==> config.mk <==
export PLATFORM = sky130hd
export DESIGN_NAME = sio_cfg_port
export DESIGN_NICKNAME = d
export VERILOG_FILES = /design/src/rtl/sio_cfg_pkg.sv /design/src/rtl/sio_cfg_ctrl.sv /design/src/rtl/sio_cfg_regs.sv /design/src/rtl/sio_cfg_port.sv
export SDC_FILE = /design/constraint.sdc
export NUM_CORES = 1
export LEC_CHECK = 0
export BUFFER_PORTS_ARGS = -buffer_cell sky130_fd_sc_hd__buf_4
export CORE_AREA = 4 4 168 170
export CTS_CLUSTER_DIAMETER = 150
export DETAILED_ROUTE_END_ITERATION = 12
export DIE_AREA = 0 0 172 174
export SYNTH_ARGS = -nofsm -noshare
export SYNTH_HDL_FRONTEND = slang
export SYNTH_SLANG_ARGS = --single-unit
==> constraint.sdc <==
create_clock -name clk -period 3.55 [get_ports clk]
set_input_delay 0.1775 -clock clk [delete_from_list [all_inputs] [get_ports clk]]
set_output_delay 0.1775 -clock clk [all_outputs]
set_load 0.02 [all_outputs]
==> src/rtl/sio_cfg_pkg.sv <==
package sio_cfg_pkg;
  localparam logic [7:0] UNLOCK_KEY = 8'h55;
  localparam logic [7:0] LOCK_KEY   = 8'hAA;
  localparam logic [7:0] READ_IDLE  = 8'hFF;

  // Command handed from control to datapath
  typedef struct packed {
    logic       regWr;
    logic [3:0] regIdx;
    logic [7:0] wrData;
  } cfgCmd_t;

  // Change strobes, one per field group
  typedef struct packed {
    logic lpt;
    logic com34;
    logic ser1;
    logic ser2;
    logic fdc;
  } cfgUpd_t;
endpackage

==> src/rtl/sio_cfg_ctrl.sv <==
module sio_cfg_ctrl
  import sio_cfg_pkg::*;
#(
  parameter int ADDR_W   = 16,
  parameter int DATA_W   = 8,
  parameter int NUM_REGS = 16,
  parameter logic [ADDR_W-1:0] IDX_PORT = 16'h03F0
) (
  input  logic              clk,
  input  logic              rstN,
  input  logic [ADDR_W-1:0] ioAddr,
  input  logic [DATA_W-1:0] ioWrData,
  input  logic              ioWr,
  output cfgCmd_t           cmd,
  output logic              unlocked,
  output logic              idxValid,
  output logic [3:0]        curIdx,
  output logic              fdcDataDecodeEn
);
  localparam logic [ADDR_W-1:0] DATA_PORT = IDX_PORT + 1'b1;

  logic [DATA_W-1:0] histOld, histNew, idxReg;
  logic idxHit, dataHit, histPush;

  assign unlocked = (histOld == UNLOCK_KEY) && (histNew == UNLOCK_KEY);
  assign idxHit   = ioWr && (ioAddr == IDX_PORT);
  assign dataHit  = ioWr && (ioAddr == DATA_PORT);
  assign histPush = idxHit && (!unlocked || ioWrData == LOCK_KEY);
  assign idxValid = (idxReg < DATA_W'(NUM_REGS));
  assign curIdx   = idxReg[3:0];

  always_ff @(posedge clk) begin
    if (!rstN) begin
      histOld         <= '0;
      histNew         <= '0;
      idxReg          <= '0;
      fdcDataDecodeEn <= 1'b1;
    end else if (histPush) begin
      histOld <= histNew;
      histNew <= ioWrData;
      if (ioWrData == UNLOCK_KEY && histNew == UNLOCK_KEY)
        fdcDataDecodeEn <= 1'b0;
      else if (unlocked && ioWrData != UNLOCK_KEY)
        fdcDataDecodeEn <= 1'b1;
    end else if (idxHit) begin
      idxReg <= ioWrData;
    end
  end

  always_comb begin
    cmd.regWr  = dataHit && unlocked && idxValid;
    cmd.regIdx = idxReg[3:0];
    cmd.wrData = ioWrData;
  end
endmodule

==> src/rtl/sio_cfg_regs.sv <==
module sio_cfg_regs
  import sio_cfg_pkg::*;
#(
  parameter int NUM_REGS = 16,
  parameter logic [7:0] DEVICE_ID = 8'h63
) (
  input  logic       clk,
  input  logic       rstN,
  input  cfgCmd_t    cmd,
  input  logic [3:0] rdIdx,
  output logic [7:0] rdReg,
  output cfgUpd_t    upd,
  output logic       lptEn,
  output logic [9:0] lptBase,
  output logic [9:0] com3Base,
  output logic [9:0] com4Base,
  output logic       ser1En,
  output logic [9:0] ser1Base,
  output logic [3:0] ser1Irq,
  output logic       ser2En,
  output logic [9:0] ser2Base,
  output logic [3:0] ser2Irq,
  output logic       fdcEnhMode,
  output logic [1:0] fdcDenselForce,
  output logic       fdcDriveSwap
);
  logic [7:0] cfgRegs [NUM_REGS];
  logic [7:0] diff;

  function automatic logic [7:0] resetVal(int i);
    case (i)
      0:       return 8'h3A;
      1:       return 8'h9F;
      2:       return 8'hDC;
      3:       return 8'h78;
      6:       return 8'hFF;
      13:      return DEVICE_ID;
      14:      return 8'h01;
      default: return 8'h00;
    endcase
  endfunction

  function automatic logic [9:0] serBaseOf(logic [1:0] sel, logic [9:0] c3, logic [9:0] c4);
    case (sel)
      2'd0:    return 10'h3F8;
      2'd1:    return 10'h2F8;
      2'd2:    return c3;
      default: return c4;
    endcase
  endfunction

  assign diff = cmd.wrData ^ cfgRegs[cmd.regIdx];

  always_ff @(posedge clk) begin
    if (!rstN) begin
      for (int i = 0; i < NUM_REGS; i++) cfgRegs[i] <= resetVal(i);
      upd <= '0;
    end else begin
      if (cmd.regWr) cfgRegs[cmd.regIdx] <= cmd.wrData;
      upd.lpt   <= cmd.regWr && cmd.regIdx == 4'd1 && |diff[1:0];
      upd.com34 <= cmd.regWr && cmd.regIdx == 4'd1 && |diff[6:5];
      upd.ser1  <= cmd.regWr && cmd.regIdx == 4'd2 && |diff[2:0];
      upd.ser2  <= cmd.regWr && cmd.regIdx == 4'd2 && |diff[6:4];
      upd.fdc   <= cmd.regWr && ((cmd.regIdx == 4'd3 && diff[1]) ||
                                 (cmd.regIdx == 4'd5 && |diff[5:3]));
    end
  end

  assign rdReg = cfgRegs[rdIdx];

  always_comb begin
    lptEn = |cfgRegs[1][1:0];
    case (cfgRegs[1][1:0])
      2'd0:    lptBase = 10'h000;
      2'd1:    lptBase = 10'h3BC;
      2'd2:    lptBase = 10'h378;
      default: lptBase = 10'h278;
    endcase
    case (cfgRegs[1][6:5])
      2'd0:    begin com3Base = 10'h338; com4Base = 10'h238; end
      2'd1:    begin com3Base = 10'h3E8; com4Base = 10'h2E8; end
      2'd2:    begin com3Base = 10'h3E8; com4Base = 10'h2E0; end
      default: begin com3Base = 10'h220; com4Base = 10'h228; end
    endcase
  end

  assign ser1En   = cfgRegs[2][2];
  assign ser1Base = serBaseOf(cfgRegs[2][1:0], com3Base, com4Base);
  assign ser1Irq  = cfgRegs[2][0] ? 4'd3 : 4'd4;
  assign ser2En   = cfgRegs[2][6];
  assign ser2Base = serBaseOf(cfgRegs[2][5:4], com3Base, com4Base);
  assign ser2Irq  = cfgRegs[2][4] ? 4'd3 : 4'd4;

  assign fdcEnhMode     = cfgRegs[3][1];
  assign fdcDenselForce = cfgRegs[5][4:3];
  assign fdcDriveSwap   = cfgRegs[5][5];
endmodule

==> src/rtl/sio_cfg_port.sv <==
module sio_cfg_port
  import sio_cfg_pkg::*;
#(
  parameter int NUM_REGS = 16,
  parameter logic [7:0] DEVICE_ID = 8'h63,
  parameter logic [15:0] IDX_PORT = 16'h03F0
) (
  input  logic        clk,
  input  logic        rstN,
  input  logic [15:0] ioAddr,
  input  logic [7:0]  ioWrData,
  input  logic        ioWr,
  output logic [7:0]  ioRdData,
  output logic        fdcDataDecodeEn,
  output logic        lptEn,
  output logic [9:0]  lptBase,
  output logic [9:0]  com3Base,
  output logic [9:0]  com4Base,
  output logic        ser1En,
  output logic [9:0]  ser1Base,
  output logic [3:0]  ser1Irq,
  output logic        ser2En,
  output logic [9:0]  ser2Base,
  output logic [3:0]  ser2Irq,
  output logic        fdcEnhMode,
  output logic [1:0]  fdcDenselForce,
  output logic        fdcDriveSwap,
  output logic        lptUpd,
  output logic        com34Upd,
  output logic        ser1Upd,
  output logic        ser2Upd,
  output logic        fdcUpd
);
  cfgCmd_t    cmd;
  cfgUpd_t    upd;
  logic       unlocked, idxValid;
  logic [3:0] curIdx;
  logic [7:0] rdReg;

  sio_cfg_ctrl #(.ADDR_W(16), .DATA_W(8), .NUM_REGS(NUM_REGS), .IDX_PORT(IDX_PORT)) uCtrl (
    .clk(clk), .rstN(rstN), .ioAddr(ioAddr), .ioWrData(ioWrData), .ioWr(ioWr),
    .cmd(cmd), .unlocked(unlocked), .idxValid(idxValid), .curIdx(curIdx),
    .fdcDataDecodeEn(fdcDataDecodeEn)
  );

  sio_cfg_regs #(.NUM_REGS(NUM_REGS), .DEVICE_ID(DEVICE_ID)) uRegs (
    .clk(clk), .rstN(rstN), .cmd(cmd), .rdIdx(curIdx), .rdReg(rdReg), .upd(upd),
    .lptEn(lptEn), .lptBase(lptBase), .com3Base(com3Base), .com4Base(com4Base),
    .ser1En(ser1En), .ser1Base(ser1Base), .ser1Irq(ser1Irq),
    .ser2En(ser2En), .ser2Base(ser2Base), .ser2Irq(ser2Irq),
    .fdcEnhMode(fdcEnhMode), .fdcDenselForce(fdcDenselForce), .fdcDriveSwap(fdcDriveSwap)
  );

  assign ioRdData = (ioAddr == IDX_PORT + 16'd1 && unlocked && idxValid) ? rdReg : READ_IDLE;
  assign lptUpd   = upd.lpt;
  assign com34Upd = upd.com34;
  assign ser1Upd  = upd.ser1;
  assign ser2Upd  = upd.ser2;
  assign fdcUpd   = upd.fdc;
endmodule

**Word level (Yosys, flattened, before mapping)**

Memory sizes are Yosys's and may differ from the RTL's. A register that Yosys moved wholly into a read port is not among the register bits.
Cells that the tools add are included.

- Bits in registers: 30
- Bits in writable memories: 128
- Bits of input ports: 27
- Logic and storage cells: 96
- Memories: 1

- Order comparisons: 1
- Equal/unequal tests: 19
- Mux-type cells: 27
- Bitwise logic cells: 2
- Reduce and logical (&&, ||, !) cells: 37

Memories:

| name | depth | bits a word | read ports | clocked after memory_dff | wr ports | line | text |
|---|---|---|---|---|---|---|---|
| uRegs.cfgRegs | 16 | 8 | 5 | 1 | 16 | sio_cfg_regs.sv:27 | `logic [7:0] cfgRegs [NUM_REGS];` |

Operators by type and width:

| operator | count |
|---|---|
| 8-bit 2-to-1 mux | 10 |
| 9-bit case mux with 3 select lines | 2 |
| 16-bit by 10-bit equality test with 1-bit output, second input constant | 2 |
| 10-bit case mux with 3 select lines | 1 |
| 8-bit by 7-bit equality test with 1-bit output, second input constant | 3 |
| 8-bit case mux with 3 select lines | 1 |
| 1-bit logical AND | 19 |
| 9-bit case mux with 2 select lines | 1 |
| 4-bit 2-to-1 mux | 3 |
| 3-bit OR reduction | 3 |
| 2-bit by 1-bit equality test with 1-bit output, second input constant | 4 |
| 2-bit equality test, second input constant | 4 |
| 4-bit by 2-bit equality test with 1-bit output, second input constant | 2 |
| 8-bit equality test, second input constant | 1 |
| 2-bit logical NOT | 4 |
| 8-bit by 5-bit < comparator with 1-bit output, second input constant | 1 |
| 8-bit by 7-bit inequality test with 1-bit output, second input constant | 1 |
| 2-bit OR reduction | 4 |
| 8-bit OR reduction | 1 |
| 1-bit 2-to-1 mux | 7 |
| 7-bit bitwise XOR | 1 |
| 3-bit 2-to-1 mux | 2 |
| 4-bit by 1-bit equality test with 1-bit output, second input constant | 1 |
| 4-bit by 3-bit equality test with 1-bit output, second input constant | 1 |
| other kinds (5) | 7 |

**Depth between registers and ports, before layout**

Gate-level depths: netlist of run 1.

- Depth after elaboration: 9
- Mapped depth: 8

**Hierarchy**

From an unflattened synthesis of run 1, not the netlist that was laid out.

- Cells, all modules: 677
- Area total of the unflattened synthesis: 8,842.2 um2

By module, submodules not included:

| module | times used | cells each | area an instance (um2) | seq. area each (um2) |
|---|---|---|---|---|
| sio_cfg_regs | 1 | 530 | 7,424.6 | 3,943.8 |
| sio_cfg_ctrl | 1 | 132 | 1,318.8 | 500.5 |
| sio_cfg_port | 1 | 15 | 98.8 | 0.0 |

**Worst setup path after synthesis of run 1**

OpenSTA, ideal clock, no wires.

- Path type: reg2reg
- From: reg uCtrl.histOld[1]
- To: mem uRegs.cfgRegs[10][0], enable pin
- Library setup time: 0.384 ns
- Data arrival time: 2.164 ns
- Data required time: 3.166 ns
- Setup slack: 1.002 ns
- Cell stages (with the launch flop): 7
- Path through: dfxtp_1 -> nor4b_2 -> nand4_1 -> nor3_2 -> nand2_1 -> clkbuf_1 -> o21ai_0

RTL lines:

| element | line | text |
|---|---|---|
| start, declared | sio_cfg_ctrl.sv:22 | `logic [DATA_W-1:0] histOld, histNew, idxReg;` |
| start signal, assigned | sio_cfg_ctrl.sv:39 | `histOld <= histNew;` |
| end, declared | sio_cfg_regs.sv:27 |  |

==> run_results.csv, run 1 <==
group,metric,value,unit
worst_setup_path,crit_chain,"buf_4, mux4_2, mux2_2, o21ai_0, nand2_1, buf_4",
die,io_pins,106,
cells_and_area,antenna_cells,0,
worst_setup_path,cpPeakStageDelay,0.57,ns
drt,first_iter_violations,314,
synth,synth_area,0.007916,mm²
worst_setup_path,crit_fanout,22,
clock_network,clock-root-buffer,"clkbuf_16",
timing,setup_viol,0,
worst_setup_path,worst-setup-path-type,"flip-flop to output pin",
synth,ys_seq_elements,162,
synth,yosys_warnings,0,
timing,drv_slew,0,
synth,synth_top_area_share,48.55,%
flow_run,cap_violations,0,
worst_setup_path,reg2reg_slack,0.91,ns
synth,post-synth-top-count-cell,"edfxtp_1",
clock_network,cts_max_level,4,
min_path,hold_path_depth,3,
die,die_w,172,µm
synth,synth_area_leaders,"edfxtp_1 (49%), mux4_2 (9.4%), dfxtp_1 (8.6%)",
clock_network,clk_latency,0.43,ns
power_and_ir_drop,p_leak,0.003286,µW
synth,synthXorXnorAreaFrac,0.6638,%
min_path,hold_path_end,"uCtrl.histNew[0]",
worst_setup_path,timing.rr.end,"uRegs.cfgRegs[3][6]",
synth,synth.largest_area_cell,"edfxtp_1",
drt,top_layer,"met4",
synth,synthMuxAreaShare,14.90,%
die,dieHeight,174,µm
timing,rsz0062_at_grt,"false",
drt,routed_wl,20280,µm
drt,wl_met3,1238,µm
clock_network,cts_buffers,17,
synth,post_synth_num_cell_types,43,
drt,drc_errors,0,
global_route,grt_pass1_wl,30620,µm
die,coreArea,0.02673,mm²
placed_design,dp.final_hpwl,14240,µm
drt,routedLengthMet1,8382,µm
worst_setup_path,cp-end-kind,"output pin",
worst_setup_path,r2r_cells,6,
cells_and_area,design_area,0.009382,mm²
clock_network,clkSlewWorstSetupHoldPaths,0.06,ns
cells_and_area,fin_nets,718,
power_and_ir_drop,p_switching,988.2,µW
timing,fin_skew,0.01013,ns
drt,dr_total_vias,4949,
min_path,hold_path.startpoint,"ioWrData[0]",
global_route,grt_max_degree,43,
drt,drtPass1Iterations,4,
global_route,grt_pass1_vias,5008,
worst_setup_path,cp.arrival,2.61,ns
timing,slew_headroom,48.33,%
synth,synthesis.instances,616,
worst_setup_path,crit_top_cell,"buf_4",
worst_setup_path,slowest_stage,"mux4_2",
power_and_ir_drop,p_seq_share,49.8,%
die,die_area,0.02993,mm²
cells_and_area,drive_gt1_share,28.98,%
cells_and_area,nFillCells,2636,
synth,synth_compound_area_share,1.517,%
synth,synth-main-ff-cell,"edfxtp_1",
die,rows,60,
power_and_ir_drop,p_sw_share,22.85,%
timing,period_minus_slack,2.792,ns
clock_network,cts_buffer_depth,2,
timing,finalHoldViolations,0,
placed_design,dp.cells,1006,
power_and_ir_drop,p_per_area,460.9,mW/mm²
drt,drt.antenna.violating_nets,0,
placed_design,place_congestion,0.8089,
min_path,min_path_type,"input port to flip-flop",
power_and_ir_drop,vdd_drop_max,0.3447,mV
clock_network,cts_hold_buf,0,
synth,post_synth.cell_area_avg,12.85,µm²
timing,tightestPinTransition,0.7722,ns
worst_setup_path,r2r_start,"uCtrl.histOld[1]",
timing,setup-tns-final,0,ns
placed_design,post_dp_cell_area,0.008767,mm²
synth,ys_async_sr_fraction,0,%
power_and_ir_drop,power.internal,3336,µW
synth,synth_edf_count,128,
power_and_ir_drop,power,4324,µW
drt,wl_met2,10150,µm
synth,ys_seq_area_share,57.15,%
clock_network,cts_resized,0,
drt,viasPerCell,4.768,
cells_and_area,area_growth,18.51,%
clock_network,cts.sinks,162,
drt,wl_per_cell,19.53,µm
global_route,grt_overflow_total,0,
clock_network,cts_setup_buffers,0,
synth,synthAdderAreaFrac,1.106,%
outcome,status,"finished, final reports clean",
worst_setup_path,crit_required,3.37,ns
power_and_ir_drop,clock_power_share,42.9,%
clock_network,cts_tree,"yes",
power_and_ir_drop,comb_power_share,7.3,%
worst_setup_path,cp-start-kind,"flip-flop",
global_route,grt_antenna_before_repair,0,
die,start_util,29.62,%
synth,synth_top_family_by_area,"simple AND/OR/NAND/NOR gates",
global_route,grt_use_total,13.66,%
cells_and_area,stdcell_count,1038,
placed_design,io_buffers,80,
synth,synth_common_cells,"edfxtp_1 (128), buf_4 (46), and2_1 (39), mux2i_1 (38), nor3_1 (37)",
synth,synthSimpleGateAreaFrac,17.51,%
timing,final.period_utilization,78.66,%
timing,max_freq,0.3581,GHz
==> sequential cells by signal (all words and copies together) (netlist names), named ones only <==
name	flops
uCtrl.histNew	8
uCtrl.idxReg	8
uRegs.upd	5
uCtrl.histOld	8
uCtrl.fdcDataDecodeEn	1
uRegs.cfgRegs	128
==> cells by family after synthesis <==
family / Yosys count
adder cells (fa/ha/maj): 7
flip-flops: 162
AND/OR/NAND/NOR: 240
other: 2
buffers and inverters: 100
multiplexers: 76
XOR/XNOR: 6
AO/OA/AOI/OAI: 23
==> worst max-delay path, delay by kind of cell, from the launching register on <==
kind                   cells  cell delay (ns)
muxes                      2             0.84
and+or+nand+nor            1             0.11
DFF                        1             0.31
AOI/OAI and AO/OA          1             0.37
buffers and inverters      2             0.56
==> through the flow <==
step | setup slack [ns] | utilization [%] | hold WS, ns
after floorplan | 1.002 | - | 0.3437
after global placement | 0.9371 | 32.80 | 0.4704
after detailed placement | 0.9337 | 32.80 | 0.4892
after CTS | 0.7124 | 35.10 | 0.04230
after global routing | 0.6296 | 35.10 | 0.04536
final | 0.7577 | 35.10 | 0.04658
==> power groups by stage <==
stage / Clock (µW) / Combinational, µW / Sequential, µW
detailed placement: 0 / 316 / 2190
global route: 1970 / 337 / 2160
finish: 1860 / 314 / 2150
floorplan: 0 / 213 / 2170
global placement: 0 / 313 / 2190
CTS: 1880 / 317 / 2150
==> routing by layer <==
metal | up-vias | global-route usage, %
met5 | - | 0
li1 | 2311 | -
met3 | 29 | 2.570
met1 | 2425 | 17.68
met4 | 0 | 4.946
met2 | 184 | 22.77
==> final cells by class <==
cell class / count / area [µm²] / share of cell area (%)
multi-input combinational: 377 / 2923 / 31.15
clock buffer: 23 / 553.0 / 5.895
timing repair buffer: 112 / 840.8 / 8.962
tap: 341 / 426.7 / 4.548
clock inverter: 9 / 61.31 / 0.6535
sequential: 162 / 4524 / 48.23
inverter: 14 / 52.55 / 0.5601
==> worst max-delay path by stage <==
stage / to / from / slack (ns) / depth (start not counted)
2_1_floorplan: uRegs.cfgRegs[10][0] / uCtrl.histOld[1] / 1.00 / 6
3_3_place_gp: uRegs.cfgRegs[3][4] / uCtrl.histOld[1] / 0.94 / 6
3_5_place_dp: uRegs.cfgRegs[9][6] / uCtrl.histOld[1] / 0.93 / 7
4_1_cts: ioRdData[6] / flip-flop / 0.71 / 6
5_1_grt: ioRdData[2] / flip-flop / 0.63 / 6
6_report: ioRdData[6] / flip-flop / 0.76 / 6
==> cell usage in the layout, fill, tap and decap left out, types with 24 or more instances in the layout <==
cell and instances:
and2_1 39, buf_4 112, conb_1 25, dfxtp_1 34, edfxtp_1 128, mux2i_1 38, mux4_2 33, nand2_1 35
nor2b_1 24, nor3_1 37
Note: power is estimated with default switching activity, not from simulation.
==> run 2: changes to the inputs <==
--- a/config.mk
+++ b/config.mk
@@ -5,11 +5,12 @@
 export SDC_FILE = /design/constraint.sdc
 export NUM_CORES = 1
 export LEC_CHECK = 0
+export ABC_AREA = 1
 export BUFFER_PORTS_ARGS = -buffer_cell sky130_fd_sc_hd__buf_4
-export CORE_AREA = 4 4 168 170
+export CORE_AREA = 4 4 169 171
 export CTS_CLUSTER_DIAMETER = 150
 export DETAILED_ROUTE_END_ITERATION = 12
-export DIE_AREA = 0 0 172 174
+export DIE_AREA = 0 0 173 175
 export SYNTH_ARGS = -nofsm -noshare
 export SYNTH_HDL_FRONTEND = slang
 export SYNTH_SLANG_ARGS = --single-unit
==> constraint.sdc (replaced) <==
create_clock -name clk -period 2.35 [get_ports clk]
set_input_delay 0.1175 -clock clk [delete_from_list [all_inputs] [get_ports clk]]
set_output_delay 0.1175 -clock clk [all_outputs]
set_load 0.02 [all_outputs]
==> run 2 against run 1 <==
Net effect:
- clock-buffer cell count is 3 lower
- register-to-register slack lost 0.69 ns
- clock power rose by 37%
- combinational power up 60%
- first-iteration DRC count increased by 86%
- clock skew down 0.0026 ns
- synthesized cell count is 48% higher
- global-route usage rose by 0.68 points
- utilization increased by 0.70 points
- flip-flop and latch count stayed put
- largest power group unchanged
- highest routed layer unchanged
==> run_results.csv, run 2 <==
group,metric,value,unit
synth,post_synth.cell_area_avg,8.870,µm²
outcome,status,"finished, final reports clean",
die,io_pins,106,
synth,synth.largest_area_cell,"edfxtp_1",
timing,finalHoldViolations,0,
die,die_w,173,µm
cells_and_area,drive_gt1_share,20.36,%
drt,wl_per_cell,16.41,µm
power_and_ir_drop,comb_power_share,8.0,%
drt,routed_wl,22130,µm
clock_network,cts.sinks,162,
synth,synthesis.instances,909,
timing,period_minus_slack,2.262,ns
synth,post_synth_num_cell_types,38,
worst_setup_path,crit_fanout,21,
power_and_ir_drop,vdd_drop_max,0.4758,mV
worst_setup_path,worst-setup-path-type,"flip-flop to output pin",
cells_and_area,largest-register,"uRegs.cfgRegs",
cells_and_area,fin_nets,1028,
min_path,min_path_type,"input port to flip-flop",
global_route,grt_max_degree,42,
clock_network,clk_latency,0.43,ns
drt,drtPass1Iterations,5,
power_and_ir_drop,p_switching,1512,µW
timing,fin_skew,0.007563,ns
synth,synth_common_cells,"nor2_1 (188), nand2_1 (182), edfxtp_1 (128), nand3_1 (79)",
global_route,grt_pass1_vias,5923,
worst_setup_path,cp-end-kind,"output pin",
timing,tightestPinTransition,0.6516,ns
synth,synth-main-ff-cell,"edfxtp_1",
synth,synth_area,0.008063,mm²
die,coreArea,0.02688,mm²
cells_and_area,antenna_cells,0,
power_and_ir_drop,p_sw_share,24.12,%
timing,drv_slew,0,
placed_design,io_buffers,80,
cells_and_area,stdcell_count,1348,
global_route,grt_use_total,14.35,%
timing,setup_viol,0,
placed_design,dp.cells,1308,
flow_run,cap_violations,0,
worst_setup_path,slowest_stage,"dfxtp_4",
worst_setup_path,cp.arrival,2.14,ns
clock_network,cts_tree,"yes",
die,die_area,0.03028,mm²
timing,setup-tns-final,0,ns
drt,viasPerCell,4.740,
synth,synth_edf_count,128,
synth,post-synth-top-count-cell,"nor2_1",
timing,hold_ws,0.04163,ns
synth,ys_async_sr_fraction,0,%
clock_network,cts_buffer_depth,2,
synth,ys_seq_area_share,56.11,%
clock_network,clock-root-buffer,"clkbuf_16",
synth,yosys_warnings,0,
die,dieHeight,175,µm
clock_network,clkSlewWorstSetupHoldPaths,0.06,ns
cells_and_area,largest_register_ff_count,128,
worst_setup_path,cpPeakStageDelay,0.43,ns
die,rows,60,
drt,drt.antenna.violating_nets,0,
placed_design,dp.final_hpwl,15500,µm
drt,dr_total_vias,6390,
timing,slew_headroom,56.51,%
worst_setup_path,crit_chain,"clkinv_1, buf_4, nand2_1, nand2_1, nand2_1, nand3_1, nand3_1, nand3_1, buf_4",
power_and_ir_drop,clock_power_share,40.4,%
power_and_ir_drop,p_per_area,651.4,mW/mm²
worst_setup_path,crit_required,2.23,ns
synth,synth_area_leaders,"edfxtp_1 (48%), nor2_1 (8.8%), nand2_1 (8.5%)",
cells_and_area,area_growth,19.34,%
clock_network,cts_max_level,4,
clock_network,cts_buffers,17,
timing,final.period_utilization,96.26,%
power_and_ir_drop,p_leak,0.004008,µW
worst_setup_path,cp-start-kind,"flip-flop",
global_route,grt_pass1_wl,33860,µm
power_and_ir_drop,p_seq_share,51.5,%
timing,max_freq,0.4421,GHz
power_and_ir_drop,power.internal,4756,µW
synth,synth_top_area_share,47.67,%
synth,ys_seq_elements,162,
drt,first_iter_violations,585,
global_route,grt_antenna_before_repair,0,
placed_design,place_congestion,0.9102,
drt,drc_errors,0,
die,start_util,30.00,%
cells_and_area,final_cell_mix,"nor2_1 (187), nand2_1 (171), edfxtp_1 (128)",
cells_and_area,final_common_cell,"nor2_1",
global_route,grt_overflow_total,0,
## run 2: cell count changes after synthesis, sizes merged, moves of 11 or more
cell   change
and2      -38
nor2     +175
nor2b     -25
nand2    +152
o21ai     +44
nand3     +71
nand4     +11
nor3      -34
mux4      -33
mux2i     -38
inv       +56
or3       -11
## run 2: path summary, 6_finish.rpt
kind | slack [ns] | from | cells after the start | to
worst min register to register | 0.47 | uCtrl.histNew[2] | 2 | uCtrl.histOld[2]
worst max-delay path | 0.09 | flip-flop | 9 | ioRdData[5]
worst max register to register | 0.22 | uCtrl.histOld[7] | 12 | uRegs.cfgRegs[1][1]
worst min-delay path | 0.04 | ioWrData[0] | 3 | flip-flop
## run 2: final cells by class
cell class                 count  area [µm²]
fill                        2734       17250
sequential                   162        4528
multi-input combinational    612        2864
timing repair buffer         125       978.4
clock buffer                  20       456.7
tap                          341       426.7
inverter                      76       287.8
clock inverter                12       80.08
## run 2: cell families (layout without fill, tap and decap cells)
kind of cell / after synthesis / in the layout / synth area share [%]
AND/OR/NAND/NOR: 493 / 493 / 26.91
flip-flops: 162 / 162 / 56.11
buffers and inverters: 158 / 233 / 9.994
AO/OA/AOI/OAI: 87 / 87 / 5.804
adder cells (fa/ha/maj): 7 / 7 / 1.086
other: 2 / 25 / 0.09314
## run 2: stage by stage
step | setup WS [ns] | power, µW | util, % | instance area [µm²]
2_1_floorplan | 0.1657 | 3614 | - | 8149
3_3_place_gp | 0.1738 | 3776 | 33.34 | 8960
3_5_place_dp | 0.1274 | 3783 | 33.34 | 8960
4_1_cts | 0.06061 | 6310 | 35.57 | 9559
5_1_grt | -0.006267 | 6479 | 35.80 | 9622
6_report | 0.08788 | 6268 | 35.80 | 9622
## run 2: timing repair
| item | in CTS | in global routing |
|---|---|---|
| setup buffers | 0 | 2 |
| setup endpoints to repair | 6 | 96 |
| hold endpoints to repair | 6 | 0 |
| resized for setup | 1 | 19 |
| pin swaps | 0 | 1 |
| hold buffers | 6 | 0 |
## run 2: power by group through the flow
stage                     sequential (µW)  combinational, µW  clock (µW)
after floorplan                      3280                334           0
after global placement               3290                487           0
after detailed placement             3290                490           0
after CTS                            3230                498        2580
after global routing                 3240                545        2690
final                                3230                503        2540
## run 2: worst max-delay path, delay by kind of cell, from the launching register on
kind | cells | cell delay [ns]
simple gates | 6 | 0.70
buf+inv | 3 | 0.57
flops | 1 | 0.43
## run 2: routing by layer
layer | vias to the layer above | share of wire, % | GRT usage (%)
li1 | 3085 | - | -
met1 | 2980 | 46 | 21.20
met2 | 296 | 43 | 20.87
met3 | 29 | 9.2 | 3.029
met4 | 0 | 1.8 | 4.789
met5 | - | 0 | 0
